--- src/rtl/arb_pkg.sv ---
package arb_pkg;
   localparam int MAX_SLOTS = 16;
   localparam int MAX_BEATS = 16;
   localparam int BEAT_W    = $clog2(MAX_BEATS);

   typedef enum logic [1:0] {
      XFER_IDLE   = 2'd0,
      XFER_BUSY   = 2'd1,
      XFER_NONSEQ = 2'd2,
      XFER_SEQ    = 2'd3
   } xfer_e;

   typedef enum logic [1:0] {
      RSP_OKAY  = 2'd0,
      RSP_ERROR = 2'd1,
      RSP_RETRY = 2'd2,
      RSP_SPLIT = 2'd3
   } rsp_e;

   // beats remaining after the first one of a defined-length burst
   function automatic logic [BEAT_W-1:0] beats_after_first(input logic [2:0] code);
      logic [BEAT_W-1:0] n;
      case (code)
         3'd2, 3'd3: n = BEAT_W'(3);
         3'd4, 3'd5: n = BEAT_W'(7);
         3'd6, 3'd7: n = BEAT_W'(15);
         default:    n = '0;
      endcase
      return n;
   endfunction
endpackage

--- src/rtl/arb_prio_pick.sv ---
module arb_prio_pick #(
   parameter int NUM_SLOTS = 8,
   parameter int IDX_W     = $clog2(NUM_SLOTS)
) (
   input  logic [NUM_SLOTS-1:0] cand,
   output logic                 found,
   output logic [IDX_W-1:0]     idx
);
   // lowest-numbered candidate wins
   always_comb begin
      found = 1'b0;
      idx   = '0;
      for (int i = NUM_SLOTS - 1; i >= 0; i--) begin
         if (cand[i]) begin
            found = 1'b1;
            idx   = IDX_W'(i);
         end
      end
   end
endmodule

--- src/rtl/arb_burst_track.sv ---
module arb_burst_track
   import arb_pkg::*;
#(
   parameter int CNT_W = arb_pkg::BEAT_W
) (
   input  logic       clk,
   input  logic       rst_n,
   input  logic       ready,
   input  logic [1:0] kind,
   input  logic [2:0] burst,
   input  logic [1:0] resp,
   input  logic       handover,
   output logic       hold
);
   generate
      if (CNT_W < BEAT_W) begin : g_bad_width
         initial $fatal(1, "arb_burst_track: CNT_W too small for the longest burst");
      end
   endgenerate

   logic [CNT_W-1:0] left_q, left_d;

   always_comb begin
      if (resp != RSP_OKAY)
         left_d = '0;
      else if (ready && handover)
         left_d = '0;
      else if (ready && kind == XFER_NONSEQ)
         left_d = CNT_W'(beats_after_first(burst));
      else if (ready && kind == XFER_SEQ && left_q != '0)
         left_d = left_q - CNT_W'(1);
      else
         left_d = left_q;
   end

   // two or more beats still to come: the next owner sample must not move
   assign hold = (left_d >= CNT_W'(2));

   always_ff @(posedge clk or negedge rst_n) begin
      if (!rst_n) left_q <= '0;
      else        left_q <= left_d;
   end
endmodule

--- src/rtl/arb_split_mask.sv ---
module arb_split_mask #(
   parameter int NUM_SLOTS = 8,
   parameter int IDX_W     = $clog2(NUM_SLOTS)
) (
   input  logic                 clk,
   input  logic                 rst_n,
   input  logic                 set_en,
   input  logic [IDX_W-1:0]     set_idx,
   input  logic [NUM_SLOTS-1:0] release_vec,
   output logic [NUM_SLOTS-1:0] mask_q,
   output logic [NUM_SLOTS-1:0] mask_next
);
   generate
      for (genvar i = 0; i < NUM_SLOTS; i++) begin : g_slot
         localparam bit CAN_SPLIT = (i != 0);
         logic hit;
         assign hit          = CAN_SPLIT && set_en && (set_idx == IDX_W'(i));
         assign mask_next[i] = (mask_q[i] && !release_vec[i]) || hit;
         always_ff @(posedge clk or negedge rst_n) begin
            if (!rst_n) mask_q[i] <= 1'b0;
            else        mask_q[i] <= mask_next[i];
         end
      end
   endgenerate
endmodule

--- src/rtl/bus_arbiter.sv ---
module bus_arbiter
   import arb_pkg::*;
#(
   parameter int NUM_SLOTS      = 8,
   parameter int DEFAULT_MASTER = 1,
   localparam int IDX_W         = $clog2(NUM_SLOTS)
) (
   input  logic                 clk,
   input  logic                 rst_n,
   input  logic [NUM_SLOTS-1:0] mst_req,
   input  logic [NUM_SLOTS-1:0] mst_lock,
   input  logic                 xfer_ready,
   input  logic [1:0]           xfer_resp,
   input  logic [2:0]           burst_kind,
   input  logic [1:0]           xfer_kind,
   input  logic [NUM_SLOTS-1:0] split_done,
   output logic [NUM_SLOTS-1:0] mst_grant,
   output logic [IDX_W-1:0]     owner_id,
   output logic                 owner_locked
);
   generate
      if (NUM_SLOTS < 2 || NUM_SLOTS > MAX_SLOTS) begin : g_bad_slots
         initial $fatal(1, "bus_arbiter: NUM_SLOTS out of range");
      end
      if (DEFAULT_MASTER < 0 || DEFAULT_MASTER >= NUM_SLOTS) begin : g_bad_default
         initial $fatal(1, "bus_arbiter: DEFAULT_MASTER out of range");
      end
   endgenerate

   localparam logic [IDX_W-1:0] DEF_IDX = IDX_W'(DEFAULT_MASTER);
   localparam logic [NUM_SLOTS-1:0] DUMMY_BIT = NUM_SLOTS'(1);

   logic [IDX_W-1:0] grant_idx_q, grant_idx_d;
   logic [IDX_W-1:0] owner_q, owner_next, data_owner_q;
   logic             owner_locked_q, data_lock_q;
   logic             granted_lock, lock_next, hold_lock;
   logic             handover, split_first, retry_first, burst_hold;
   logic [NUM_SLOTS-1:0] mask_q, mask_next, cand;
   logic             pick_found;
   logic [IDX_W-1:0] pick_idx;

   assign handover     = xfer_ready && (grant_idx_q != owner_q);
   assign owner_next   = xfer_ready ? grant_idx_q : owner_q;
   assign granted_lock = (grant_idx_q != '0) && mst_lock[grant_idx_q];
   assign lock_next    = xfer_ready ? granted_lock : owner_locked_q;
   assign hold_lock    = lock_next || granted_lock;
   assign split_first  = !xfer_ready && (xfer_resp == RSP_SPLIT);
   assign retry_first  = !xfer_ready && (xfer_resp == RSP_RETRY);

   arb_split_mask #(.NUM_SLOTS(NUM_SLOTS), .IDX_W(IDX_W)) u_mask (
      .clk         (clk),
      .rst_n       (rst_n),
      .set_en      (split_first),
      .set_idx     (data_owner_q),
      .release_vec (split_done),
      .mask_q      (mask_q),
      .mask_next   (mask_next)
   );

   arb_burst_track #(.CNT_W(BEAT_W)) u_burst (
      .clk      (clk),
      .rst_n    (rst_n),
      .ready    (xfer_ready),
      .kind     (xfer_kind),
      .burst    (burst_kind),
      .resp     (xfer_resp),
      .handover (handover),
      .hold     (burst_hold)
   );

   assign cand = mst_req & ~mask_next & ~DUMMY_BIT;

   arb_prio_pick #(.NUM_SLOTS(NUM_SLOTS), .IDX_W(IDX_W)) u_pick (
      .cand  (cand),
      .found (pick_found),
      .idx   (pick_idx)
   );

   always_comb begin
      if (split_first && data_lock_q)
         grant_idx_d = '0;
      else if (retry_first && data_lock_q && !mask_next[data_owner_q])
         grant_idx_d = data_owner_q;
      else if (hold_lock && !mask_next[grant_idx_q])
         grant_idx_d = grant_idx_q;
      else if (burst_hold && !mask_next[owner_next])
         grant_idx_d = owner_next;
      else if (pick_found)
         grant_idx_d = pick_idx;
      else if (!mask_next[DEFAULT_MASTER])
         grant_idx_d = DEF_IDX;
      else
         grant_idx_d = '0;
   end

   always_ff @(posedge clk or negedge rst_n) begin
      if (!rst_n) begin
         grant_idx_q    <= DEF_IDX;
         owner_q        <= DEF_IDX;
         data_owner_q   <= DEF_IDX;
         owner_locked_q <= 1'b0;
         data_lock_q    <= 1'b0;
      end else begin
         grant_idx_q <= grant_idx_d;
         if (xfer_ready) begin
            owner_q        <= grant_idx_q;
            owner_locked_q <= granted_lock;
            data_owner_q   <= owner_q;
            data_lock_q    <= owner_locked_q;
         end
      end
   end

   always_comb begin
      mst_grant              = '0;
      mst_grant[grant_idx_q] = 1'b1;
   end

   assign owner_id     = owner_q;
   assign owner_locked = owner_locked_q;
endmodule

--- config.mk ---
export PLATFORM = sky130hd
export DESIGN_NAME = bus_arbiter
export DESIGN_NICKNAME = d
export VERILOG_FILES = /design/src/rtl/arb_pkg.sv /design/src/rtl/arb_prio_pick.sv /design/src/rtl/arb_burst_track.sv /design/src/rtl/arb_split_mask.sv /design/src/rtl/bus_arbiter.sv
export SDC_FILE = /design/constraint.sdc
export NUM_CORES = 1
export LEC_CHECK = 0
export ABC_AREA = 1
export CORE_UTILIZATION = 45
export DETAILED_ROUTE_END_ITERATION = 7
export PLACE_DENSITY = 0.75
export REMOVE_ABC_BUFFERS = 1
export SLEW_MARGIN = 20
export SYNTH_ARGS = -nofsm -noshare
export SYNTH_HDL_FRONTEND = slang
export SYNTH_SLANG_ARGS = --single-unit
export TNS_END_PERCENT = 100
--- constraint.sdc ---
create_clock -name clk -period 1.8 [get_ports clk]
set_input_delay 0.36 -clock clk [delete_from_list [all_inputs] [get_ports clk]]
set_output_delay 0.36 -clock clk [all_outputs]
set_load 0.02 [all_outputs]
### Word level (Yosys, flattened, before mapping)

Cells that the tools add are included.

* bits in registers: 23
* latch bits: 0
* bits in writable memories: 0
* memory bits (read-only): 0
* output and inout port bits: 12
* word-level logic and storage cells: 133
* memories: 0

* add/sub/neg operators: 1
* multipliers: 0
* divide/modulo/power cells: 0
* order comparisons: 5
* equal/unequal tests: 19
* shift-type cells: 0
* multiplexer cells: 37
* bitwise operators: 2
* reductions and logical operators: 55

Operators with widths (count)
* 3-bit 2-to-1 mux: 13
* 1-bit logical AND: 29
* 3-bit == test, second input constant: 8
* 4-bit 2-to-1 mux: 4
* 1-bit 2-to-1 mux: 14
* 1-bit binary-select mux with 3-bit select: 4
* 3-bit by 2-bit == test with 1-bit output, second input constant: 4
* 1-bit zero test: 12
* 3-bit by 4-bit less-than comparator with 1-bit output, second input constant: 3
* 4-bit case mux with 3 select lines: 1
* 8-bit bitwise AND: 1
* 2-bit == test, second input constant: 4
* 1-bit logical OR: 8
* 8-bit inverter: 1
* 2-bit OR reduction: 3
* 4-bit by 2-bit greater-or-equal comparator with 1-bit output, second input constant: 1
* 4-bit nonzero test: 1
* 4-bit by 1-bit subtractor with 4-bit output, second input constant: 1
* 1-bit demux with 3-bit select: 1
* 3-bit by 1-bit == test with 1-bit output, second input constant: 1
* 3-bit by 1-bit greater-or-equal comparator with 1-bit output, second input constant: 1
* 3-bit != test: 1
* 3-bit != test, second input constant: 1
* 3-bit nonzero test: 1
* 2-bit nonzero test: 1

### Longest topological paths before layout

Gate-level depths: netlist of run 1.

* depth in word-level cells: 18
* gate-level depth with buffers: 15

### Cells and area by module

From an unflattened synthesis of run 1, not the netlist that was laid out.

* cells, all modules: 316
* area total of the unflattened synthesis: 1994.4 µm²

By module, submodules not included
* bus_arbiter: instances 1, cells an instance 186, area an instance 1171.1 µm²
* arb_split_mask: instances 1, cells an instance 48, area an instance 364.1 µm²
* arb_burst_track: instances 1, cells an instance 60, area an instance 360.3 µm²
* arb_prio_pick: instances 1, cells an instance 22, area an instance 98.8 µm²

### Worst setup path after synthesis of run 1

No wires, ideal clock.

* kind: reg-to-reg
* start point: register grant_idx_q[1]
* end point: register grant_idx_q[1]
* setup time: 116 ps
* arrival: 1619 ps
* data required time: 1684 ps
* slack: 65 ps
* stages on the path, launching flop included: 14
* buffers on the path: 1
* cells stage by stage: dfrtp_1 -> buf_2 -> inv_1 -> nand2_1 -> nor2_1 -> a22oi_1 -> nand3b_1 -> nor2_1 -> nor2_1 -> nand2_1 -> nand2_2 -> nor2_1 -> nand2_1 -> nand2_1

* longest elaborated chain between the ends: 11

Ends and longest elaborated chain
* from (decl): line bus_arbiter.sv:33 `logic [IDX_W-1:0] grant_idx_q, grant_idx_d;`
* from (signal assigned): line bus_arbiter.sv:104 `grant_idx_q <= grant_idx_d;`
* 3-bit != test: line bus_arbiter.sv:42 `assign handover = xfer_ready && (grant_idx_q != owner_q);`
* 1-bit logical AND: line bus_arbiter.sv:42
* 1-bit logical AND: line arb_burst_track.sv:26 `else if (ready && handover)`
* 4-bit 2-to-1 mux: line arb_burst_track.sv:26
* 4-bit 2-to-1 mux: line arb_burst_track.sv:24 `if (resp != RSP_OKAY)`
* 4-bit by 2-bit greater-or-equal comparator with 1-bit output: line arb_burst_track.sv:37 `assign hold = (left_d >= CNT_W'(2));`
* 1-bit logical AND: line bus_arbiter.sv:86 `else if (burst_hold && !mask_next[owner_next])`
* 3-bit 2-to-1 mux: line bus_arbiter.sv:86
* 3-bit 2-to-1 mux: line bus_arbiter.sv:84 `else if (hold_lock && !mask_next[grant_idx_q])`
* 3-bit 2-to-1 mux: line bus_arbiter.sv:82 `else if (retry_first && data_lock_q && !mask_next[data_owner_q])`
* 3-bit 2-to-1 mux: line bus_arbiter.sv:80 `if (split_first && data_lock_q)`

Several ways; a longest one is shown, not always the timed one. The select of a mux whose other input is x is not followed.
A chain may end at the register's enable or synchronous reset.

### Worst setup path in the final report of run 1

* start point: register data_owner_q[0]
* end point: register grant_idx_q[2]

RTL lines
* from (decl): line bus_arbiter.sv:34 `logic [IDX_W-1:0] owner_q, owner_next, data_owner_q;`
* from (signal assigned): line bus_arbiter.sv:108 `data_owner_q <= owner_q;`
* 3-bit by 2-bit == test with 1-bit output (*): line arb_split_mask.sv:17 `assign hit = CAN_SPLIT && set_en && (set_idx == IDX_W'(i));`
* 1-bit logical AND (*): line arb_split_mask.sv:17
* 1-bit logical OR (*): line arb_split_mask.sv:18 `assign mask_next[i] = (mask_q[i] && !release_vec[i]) || hit;`
* named net mask_next[3]: line bus_arbiter.sv:38 `logic [NUM_SLOTS-1:0] mask_q, mask_next, cand;`
* 8-bit inverter: line bus_arbiter.sv:71 `assign cand = mst_req & ~mask_next & ~DUMMY_BIT;`
* 8-bit bitwise AND: line bus_arbiter.sv:71
* 3-bit 2-to-1 mux / 1-bit 2-to-1 mux (equally long branches) (3 in a row): line arb_prio_pick.sv:14 `if (cand[i]) begin`
* 3-bit 2-to-1 mux: line bus_arbiter.sv:88 `else if (pick_found)`
* 3-bit 2-to-1 mux: line bus_arbiter.sv:86
* 3-bit 2-to-1 mux: line bus_arbiter.sv:84
* 3-bit 2-to-1 mux: line bus_arbiter.sv:82
* 3-bit 2-to-1 mux: line bus_arbiter.sv:80

The timed path passes the listed nets; every way through them passes the cells marked *. The select of a mux whose other input is x is not followed.

==> results.yml, run 1 <==
outcome:
  status: "finished with violations"
  violations: "setup timing"
clocking:
  h-tree-depth: 1
  cts_tree: "done"
  cts_buffer_depth: 2
  numCtsBuffers: 3
  clkLatencyLatePin_ns: 0.28
  clk_pin_slew_ns: 0.10
  cts-root-buf: "clkbuf_8"
  cts.sinks: 23
  ctsHoldBuffers: 0
yosys:
  ys_top_cells_by_count: "nand2_1, inv_1, nand3_1"
  synth_cell_types: 31
  async_flop_share_pct: 100
  synth.most_common_cell: "nand2_1"
  syn_inst: 281
  ys_top_cells_by_area: "dfrtp_1, nand2_1, nand3_1, inv_1, nor2_1"
  ys_warn_count: 0
  yosysTopAreaCell: "dfrtp_1"
  synth_ff_type: "dfrtp_1"
  seq_area_frac_synth_pct: 33.0
  ys_seq_elements: 23
  synth_edf_count: 0
  synth_top_cell_area_share_pct: 28.5
  syn_avg_cell_area_um2: 6.25
  netlist_area_mm2: 0.00176
route:
  dr.first_iter.drc_count: 166
  wl_per_cell_um: 16.2
  dr_wl_met2_um: 3580
  postRouteAntennaNets: 0
  wl_met3_um: 482
  met1_length_um: 2710
  drt_first_pass_iters: 5
  routed.top_layer: "met4"
  via_per_inst: 5.50
  post-route-drc-count: 0
  vias: 2424
  routed_wl_um: 7130
worst_setup_path:
  critical_path_class: "register to register"
  rr_startpoint: "data_owner_q[0]$_DFFE_PN1P_"
  r2r-end: "grant_idx_q[2]$_DFFE_PN0P_"
  critPathLaunchType: "register"
  end_kind: "register"
  crit_fanout: 4
  r2r_cells: 13
  r2r_slack_ns: -0.24
  worstPathArrival_ns: 2.27
  worstPathRequired_ns: 2.02
layout:
  final_util_pct: 82.9
  nNetsFinal: 429
  diodes: 0
  multi_input_area_mm2: 0.00124
  seq_area_um2: 582
  final_area_mm2: 0.00308
  drive_above_1_share_pct: 41.0
  area_growth_syn_to_layout_pct: 75.3
  fillerInstances: 233
power_and_ir_drop:
  switching_power_w: 0.00159
  intPower_w: 0.00184
  combPwrFrac_pct: 65.9
  p_per_area_mw_per_mm2: 1110
  p_leak_nw: 1.65
  p_seq_share_pct: 23.9
  irDropWorstVdd_mv: 0.904
  clkPwrFrac_pct: 10.2
  power.total_w: 0.00343
  switching_share_pct: 46.4
floorplanning:
  dieArea_mm2: 0.00416
  start_util_pct: 47.3
  fp.dieH_um: 64.5
  num_io_pins: 46
  die_w_um: 64.5
  core_mm2: 0.00372
  rows: 22
global_routing:
  grt_max_degree: 24
  grt_usage_pct: 30.2
  grt_overflow: 0
  grt_pass1_wl_um: 9690
  grt_pass1_vias: 2204
  antenna_found_initial: 0
timing:
  relSlewSlack_pct: 72.5
  fin_crit_sh_pct: 114
  finalHoldViolations: 0
  max_freq_mhz: 489
  worstMarginPinSlew_ns: 0.412
  setup_viol: 4
  min_period_ns: 2.04
  setup_ws_ns: -0.243
  grt_setup_unrepaired: "yes"
  fin_skew_ns: 0.0129
  drv_slew: 0
placement:
  dpl_cell_area_mm2: 0.00264
  hpwl_um: 4100
  port_buffers: 42
  pre_cts_slack_ns: -0.463
  place.gp.congestion: 0.943
job:
  max_cap_violations: 0
min_path:
  hold_class: "primary input to asynchronous set/reset pin"
## metrics by stage
step                hold WS, ns  instances  TNS (ns)
finish                    0.436        441    -0.643
floorplan                0.0644        278         0
detailed placement        0.520        423     -1.60
global route              0.466        441     -1.10
global placement          0.525        423     -1.35
CTS                       0.452        432         0
## timing repair
item | in CTS | in global routing
pin swaps | 10 | 27
cloned | 1 | 0
endpoints found under the setup margin | 12 | 11
setup buffers | 4 | 9
gates resized for setup | 48 | 63
## layout make-up
cell class | instances | area share (%)
Inverter | 45 | 5.57
Sequential cell | 23 | 18.9
Clock inverter | 1 | 0.244
Multi-Input combinational cell | 210 | 40.1
Tap cell | 48 | 1.95
Clock buffer | 3 | 1.34
Timing Repair Buffer | 111 | 31.9
## power groups by stage
| stage | clock network, W | logic (W) | registers, W |
|---|---|---|---|
| 5_1_grt | 0.000372 | 0.00239 | 0.000830 |
| 4_1_cts | 0.000344 | 0.00177 | 0.000780 |
| 6_report | 0.000350 | 0.00226 | 0.000819 |
| 3_5_place_dp | 0 | 0.00172 | 0.000777 |
| 2_1_floorplan | 0 | 0.000771 | 0.000798 |
| 3_3_place_gp | 0 | 0.00170 | 0.000777 |
## flip-flops by register name, summed over array words and instances (netlist names)
name / flops
data_owner_q: 3
u_mask.mask_q: 8
data_lock_q: 1
owner_id: 3
owner_locked: 1
u_burst.left_q: 4
grant_idx_q: 3
## how the worst max path moves through the flow
| stage | slack, ns | start | end |
|---|---|---|---|
| 2_1_floorplan | 0.07 | grant_idx_q[2]$_DFFE_PN0P_ | grant_idx_q[1]$_DFFE_PN0P_ |
| 3_3_place_gp | -0.39 | xfer_ready | grant_idx_q[2]$_DFFE_PN0P_ |
| 3_5_place_dp | -0.46 | xfer_ready | grant_idx_q[2]$_DFFE_PN0P_ |
| 4_1_cts | 0.002 | grant_idx_q[0]$_DFFE_PN1P_ | mst_grant[3] |
| 5_1_grt | -0.33 | data_owner_q[0]$_DFFE_PN1P_ | grant_idx_q[2]$_DFFE_PN0P_ |
| 6_report | -0.24 | data_owner_q[0]$_DFFE_PN1P_ | grant_idx_q[2]$_DFFE_PN0P_ |
## cells in the final DEF (no fill, tap or decap), types with 3 or more instances in the layout
| cell type | Yosys | routed |
|---|---|---|
| clkbuf_8 | 0 | 3 |
| nand3_1 | 36 | 26 |
| buf_2 | 1 | 3 |
| nand3_2 | 5 | 10 |
| buf_6 | 1 | 6 |
| dfstp_2 | 3 | 3 |
| nand2_1 | 93 | 81 |
| buf_4 | 1 | 61 |
| a21oi_1 | 6 | 4 |
| nor2_1 | 34 | 18 |
| nand3_4 | 0 | 5 |
| inv_2 | 3 | 10 |
| dlygate4sd2_1 | 0 | 4 |
| o21ai_0 | 5 | 5 |
| nor2_4 | 1 | 6 |
| clkdlybuf4s50_1 | 0 | 30 |
| nand2_4 | 0 | 4 |
| dfrtp_1 | 20 | 18 |
| inv_1 | 42 | 34 |
| nand2_2 | 9 | 17 |
| nor2_2 | 2 | 13 |
## worst max-delay path: stages, from the launching register on
cell and delay, ns:
dfstp_2 0.62, nand2_4 0.10, nor2_4 0.14, nand2_2 0.09, nand2_2 0.09, nand2_1 0.08
nand4_1 0.15, nand2_2 0.11, buf_4 0.14, nand3_1 0.09, inv_2 0.05, nor2_2 0.14
nand2_1 0.10, nand2_1 0.07
## per-layer routing
layer | global-route usage, % | vias up
met2 | 55.0 | 135
met4 | 10.6 | 0
met3 | 3.87 | 44
li1 | - | 1107
met1 | 36.2 | 1138
met5 | 0 | -
## cell families after synthesis
kind of cell / synth area share (%)
AO/OA/AOI/OAI: 7.48
XOR/XNOR: 0.997
adder cells (fa/ha/maj): 0.712
buffers and inverters: 11.0
flip-flops: 33.0
AND/OR/NAND/NOR: 46.9
Power figures use the tool's default switching activity.
==> inputs of run 2 (changes only) <==
--- a/config.mk
+++ b/config.mk
@@ -7,8 +7,10 @@
 export LEC_CHECK = 0
 export ABC_AREA = 1
 export CORE_UTILIZATION = 45
+export CTS_BUF_LIST = sky130_fd_sc_hd__clkbuf_8
 export DETAILED_ROUTE_END_ITERATION = 7
 export PLACE_DENSITY = 0.75
+export RECOVER_POWER = 100
 export REMOVE_ABC_BUFFERS = 1
 export SLEW_MARGIN = 20
 export SYNTH_ARGS = -nofsm -noshare
==> results.yml, run 2 (synthesis results as in run 1) <==
outcome:
  status: "finished with violations"
  violations: "setup timing"
worst_setup_path:
  cp_cell_sequence: "nand2_4 > nor2_4 > nand2_2 > nand2_2 > nand2_1 > nand4_1 > nand2_2 > buf_4 > nand3_1 > inv_2 > nor2_2 > nand2_1 > nand2_1"
  end_kind: "register"
  r2r_cells: 13
  crit_buf_inv: 2
  worstPathArrival_ns: 2.28
  rr_startpoint: "data_owner_q[0]$_DFFE_PN1P_"
  crit_fanout: 4
  critPathLaunchType: "register"
  cp_top_family: "simple AND/OR/NAND/NOR gates"
  critical-path-slowest-cell: "dfstp_2"
  r2r_slack_ns: -0.25
  worstPathRequired_ns: 2.02
  slowest_delay_ns: 0.63
  r2r-end: "grant_idx_q[2]$_DFFE_PN0P_"
  critical_path_class: "register to register"
clocking:
  clkLatencyLatePin_ns: 0.28
  cts_buffer_depth: 2
  cts_tree: "done"
  h-tree-depth: 1
  cts.sinks: 23
  ctsHoldBuffers: 0
  clk_pin_slew_ns: 0.10
  cts-root-buf: "clkbuf_8"
  numCtsBuffers: 3
route:
  dr_wl_met2_um: 3530
  routed_wl_um: 7120
  vias: 2406
  wl_met3_um: 557
  drt_first_pass_iters: 4
  postRouteAntennaNets: 0
  wl_per_cell_um: 16.1
  routed.top_layer: "met4"
  dr.first_iter.drc_count: 198
  post-route-drc-count: 0
  met1_length_um: 2690
  via_per_inst: 5.46
layout:
  final_area_mm2: 0.00308
  final_common_cell: "nand2_1"
  fillerInstances: 234
  reg_top3: "u_mask.mask_q (8), u_burst.left_q (4)"
  largest_register: "u_mask.mask_q"
  largest_register_ffs: 8
  nNetsFinal: 429
  most-common-layout-cells: "nand2_1, buf_4, inv_1"
  area_growth_syn_to_layout_pct: 75.1
  final_util_pct: 82.8
  stdcell_count: 441
  diodes: 0
  drive_above_1_share_pct: 41.0
placement:
  dpl.cell_count: 423
  hpwl_um: 4100
  port_buffers: 42
  pre_cts_slack_ns: -0.463
  dpl_cell_area_mm2: 0.00264
  place.gp.congestion: 0.943
global_routing:
  grt_max_degree: 24
  grt_pass1_vias: 2204
  grt_usage_pct: 30.2
  grt_overflow: 0
  antenna_found_initial: 0
  grt_pass1_wl_um: 9690
timing:
  fin_skew_ns: 0.0146
  finalHoldViolations: 0
  relSlewSlack_pct: 60.6
  min_period_ns: 2.05
  worstMarginPinSlew_ns: 0.591
  max_freq_mhz: 487
  setup_viol: 4
  grt_setup_unrepaired: "yes"
  setup_ws_ns: -0.253
  setup_tns_ns: -0.643
  drv_slew: 0
  fin_crit_sh_pct: 114
min_path:
  hold_depth: 2
  hold_start: "owner_id[0]$_DFF_PN1_"
  hold_class: "register to register"
  min_to: "data_owner_q[0]$_DFFE_PN1P_"
floorplanning:
  fp.dieH_um: 64.5
  num_io_pins: 46
  core_mm2: 0.00372
  dieArea_mm2: 0.00416
  die_w_um: 64.5
  rows: 22
  start_util_pct: 47.3
power_and_ir_drop:
  irDropWorstVdd_mv: 0.908
  p_leak_nw: 1.65
  p_per_area_mw_per_mm2: 1120
job:
  max_cap_violations: 0
## run 2: cell types whose count changed in the layout (fill, tap and decap cells not counted), sizes merged
cell           delta
buf               -1
clkbuf            +1
clkdlybuf4s50     -1
dlygate4sd3       +1
## run 2: worst max path at each step
stage | startpoint | endpoint | slack (ns) | depth (start not counted)
detailed placement | xfer_ready | grant_idx_q[2]$_DFFE_PN0P_ | -0.46 | 14
finish | data_owner_q[0]$_DFFE_PN1P_ | grant_idx_q[2]$_DFFE_PN0P_ | -0.25 | 13
global route | data_owner_q[0]$_DFFE_PN1P_ | grant_idx_q[2]$_DFFE_PN0P_ | -0.33 | 13
global placement | xfer_ready | grant_idx_q[2]$_DFFE_PN0P_ | -0.39 | 12
CTS | grant_idx_q[0]$_DFFE_PN1P_ | mst_grant[3] | 0.002 | 3
floorplan | grant_idx_q[2]$_DFFE_PN0P_ | grant_idx_q[1]$_DFFE_PN0P_ | 0.07 | 12
## run 2: final cells by class
cell class | count | area [µm²] | share of cell area, %
well taps | 48 | 60.1 | 1.95
flip-flops and latches | 23 | 582 | 18.9
clock inverters | 1 | 7.51 | 0.244
inverters | 45 | 171 | 5.57
clock buffers | 3 | 41.3 | 1.34
multi-input cells | 210 | 1240 | 40.2
repair buffers | 111 | 978 | 31.8
## run 2: routing by layer
metal	up-vias	global-route usage (%)
met5	-	0
met3	40	3.87
met4	0	10.6
met2	148	55.0
met1	1112	36.2
li1	1106	-
## run 2: repair_timing
item | CTS | global route
gates cloned | 1 | 0
pin swaps | 10 | 27
setup buffers | 4 | 9
gates resized for setup | 48 | 63
setup endpoints to repair | 12 | 11
## run 2: where the power goes
part / internal [W] / switching, W
Sequential: 0.000645 / 0.000177
Clock: 0.000157 / 0.000194
Combinational: 0.00103 / 0.00122
Total: 0.00184 / 0.00160
## run 2: worst min-delay path: stages (launching register included)
cell and delay (ns):
dfstp_2 0.41, nand2_1 0.07, o21ai_0 0.07
## run 2: metrics by stage
step                      hold WS, ns  total power [W]
after floorplan                0.0644          0.00157
after global placement          0.525          0.00248
after detailed placement        0.520          0.00249
after CTS                       0.452          0.00290
after global routing            0.561          0.00359
final                           0.554          0.00343
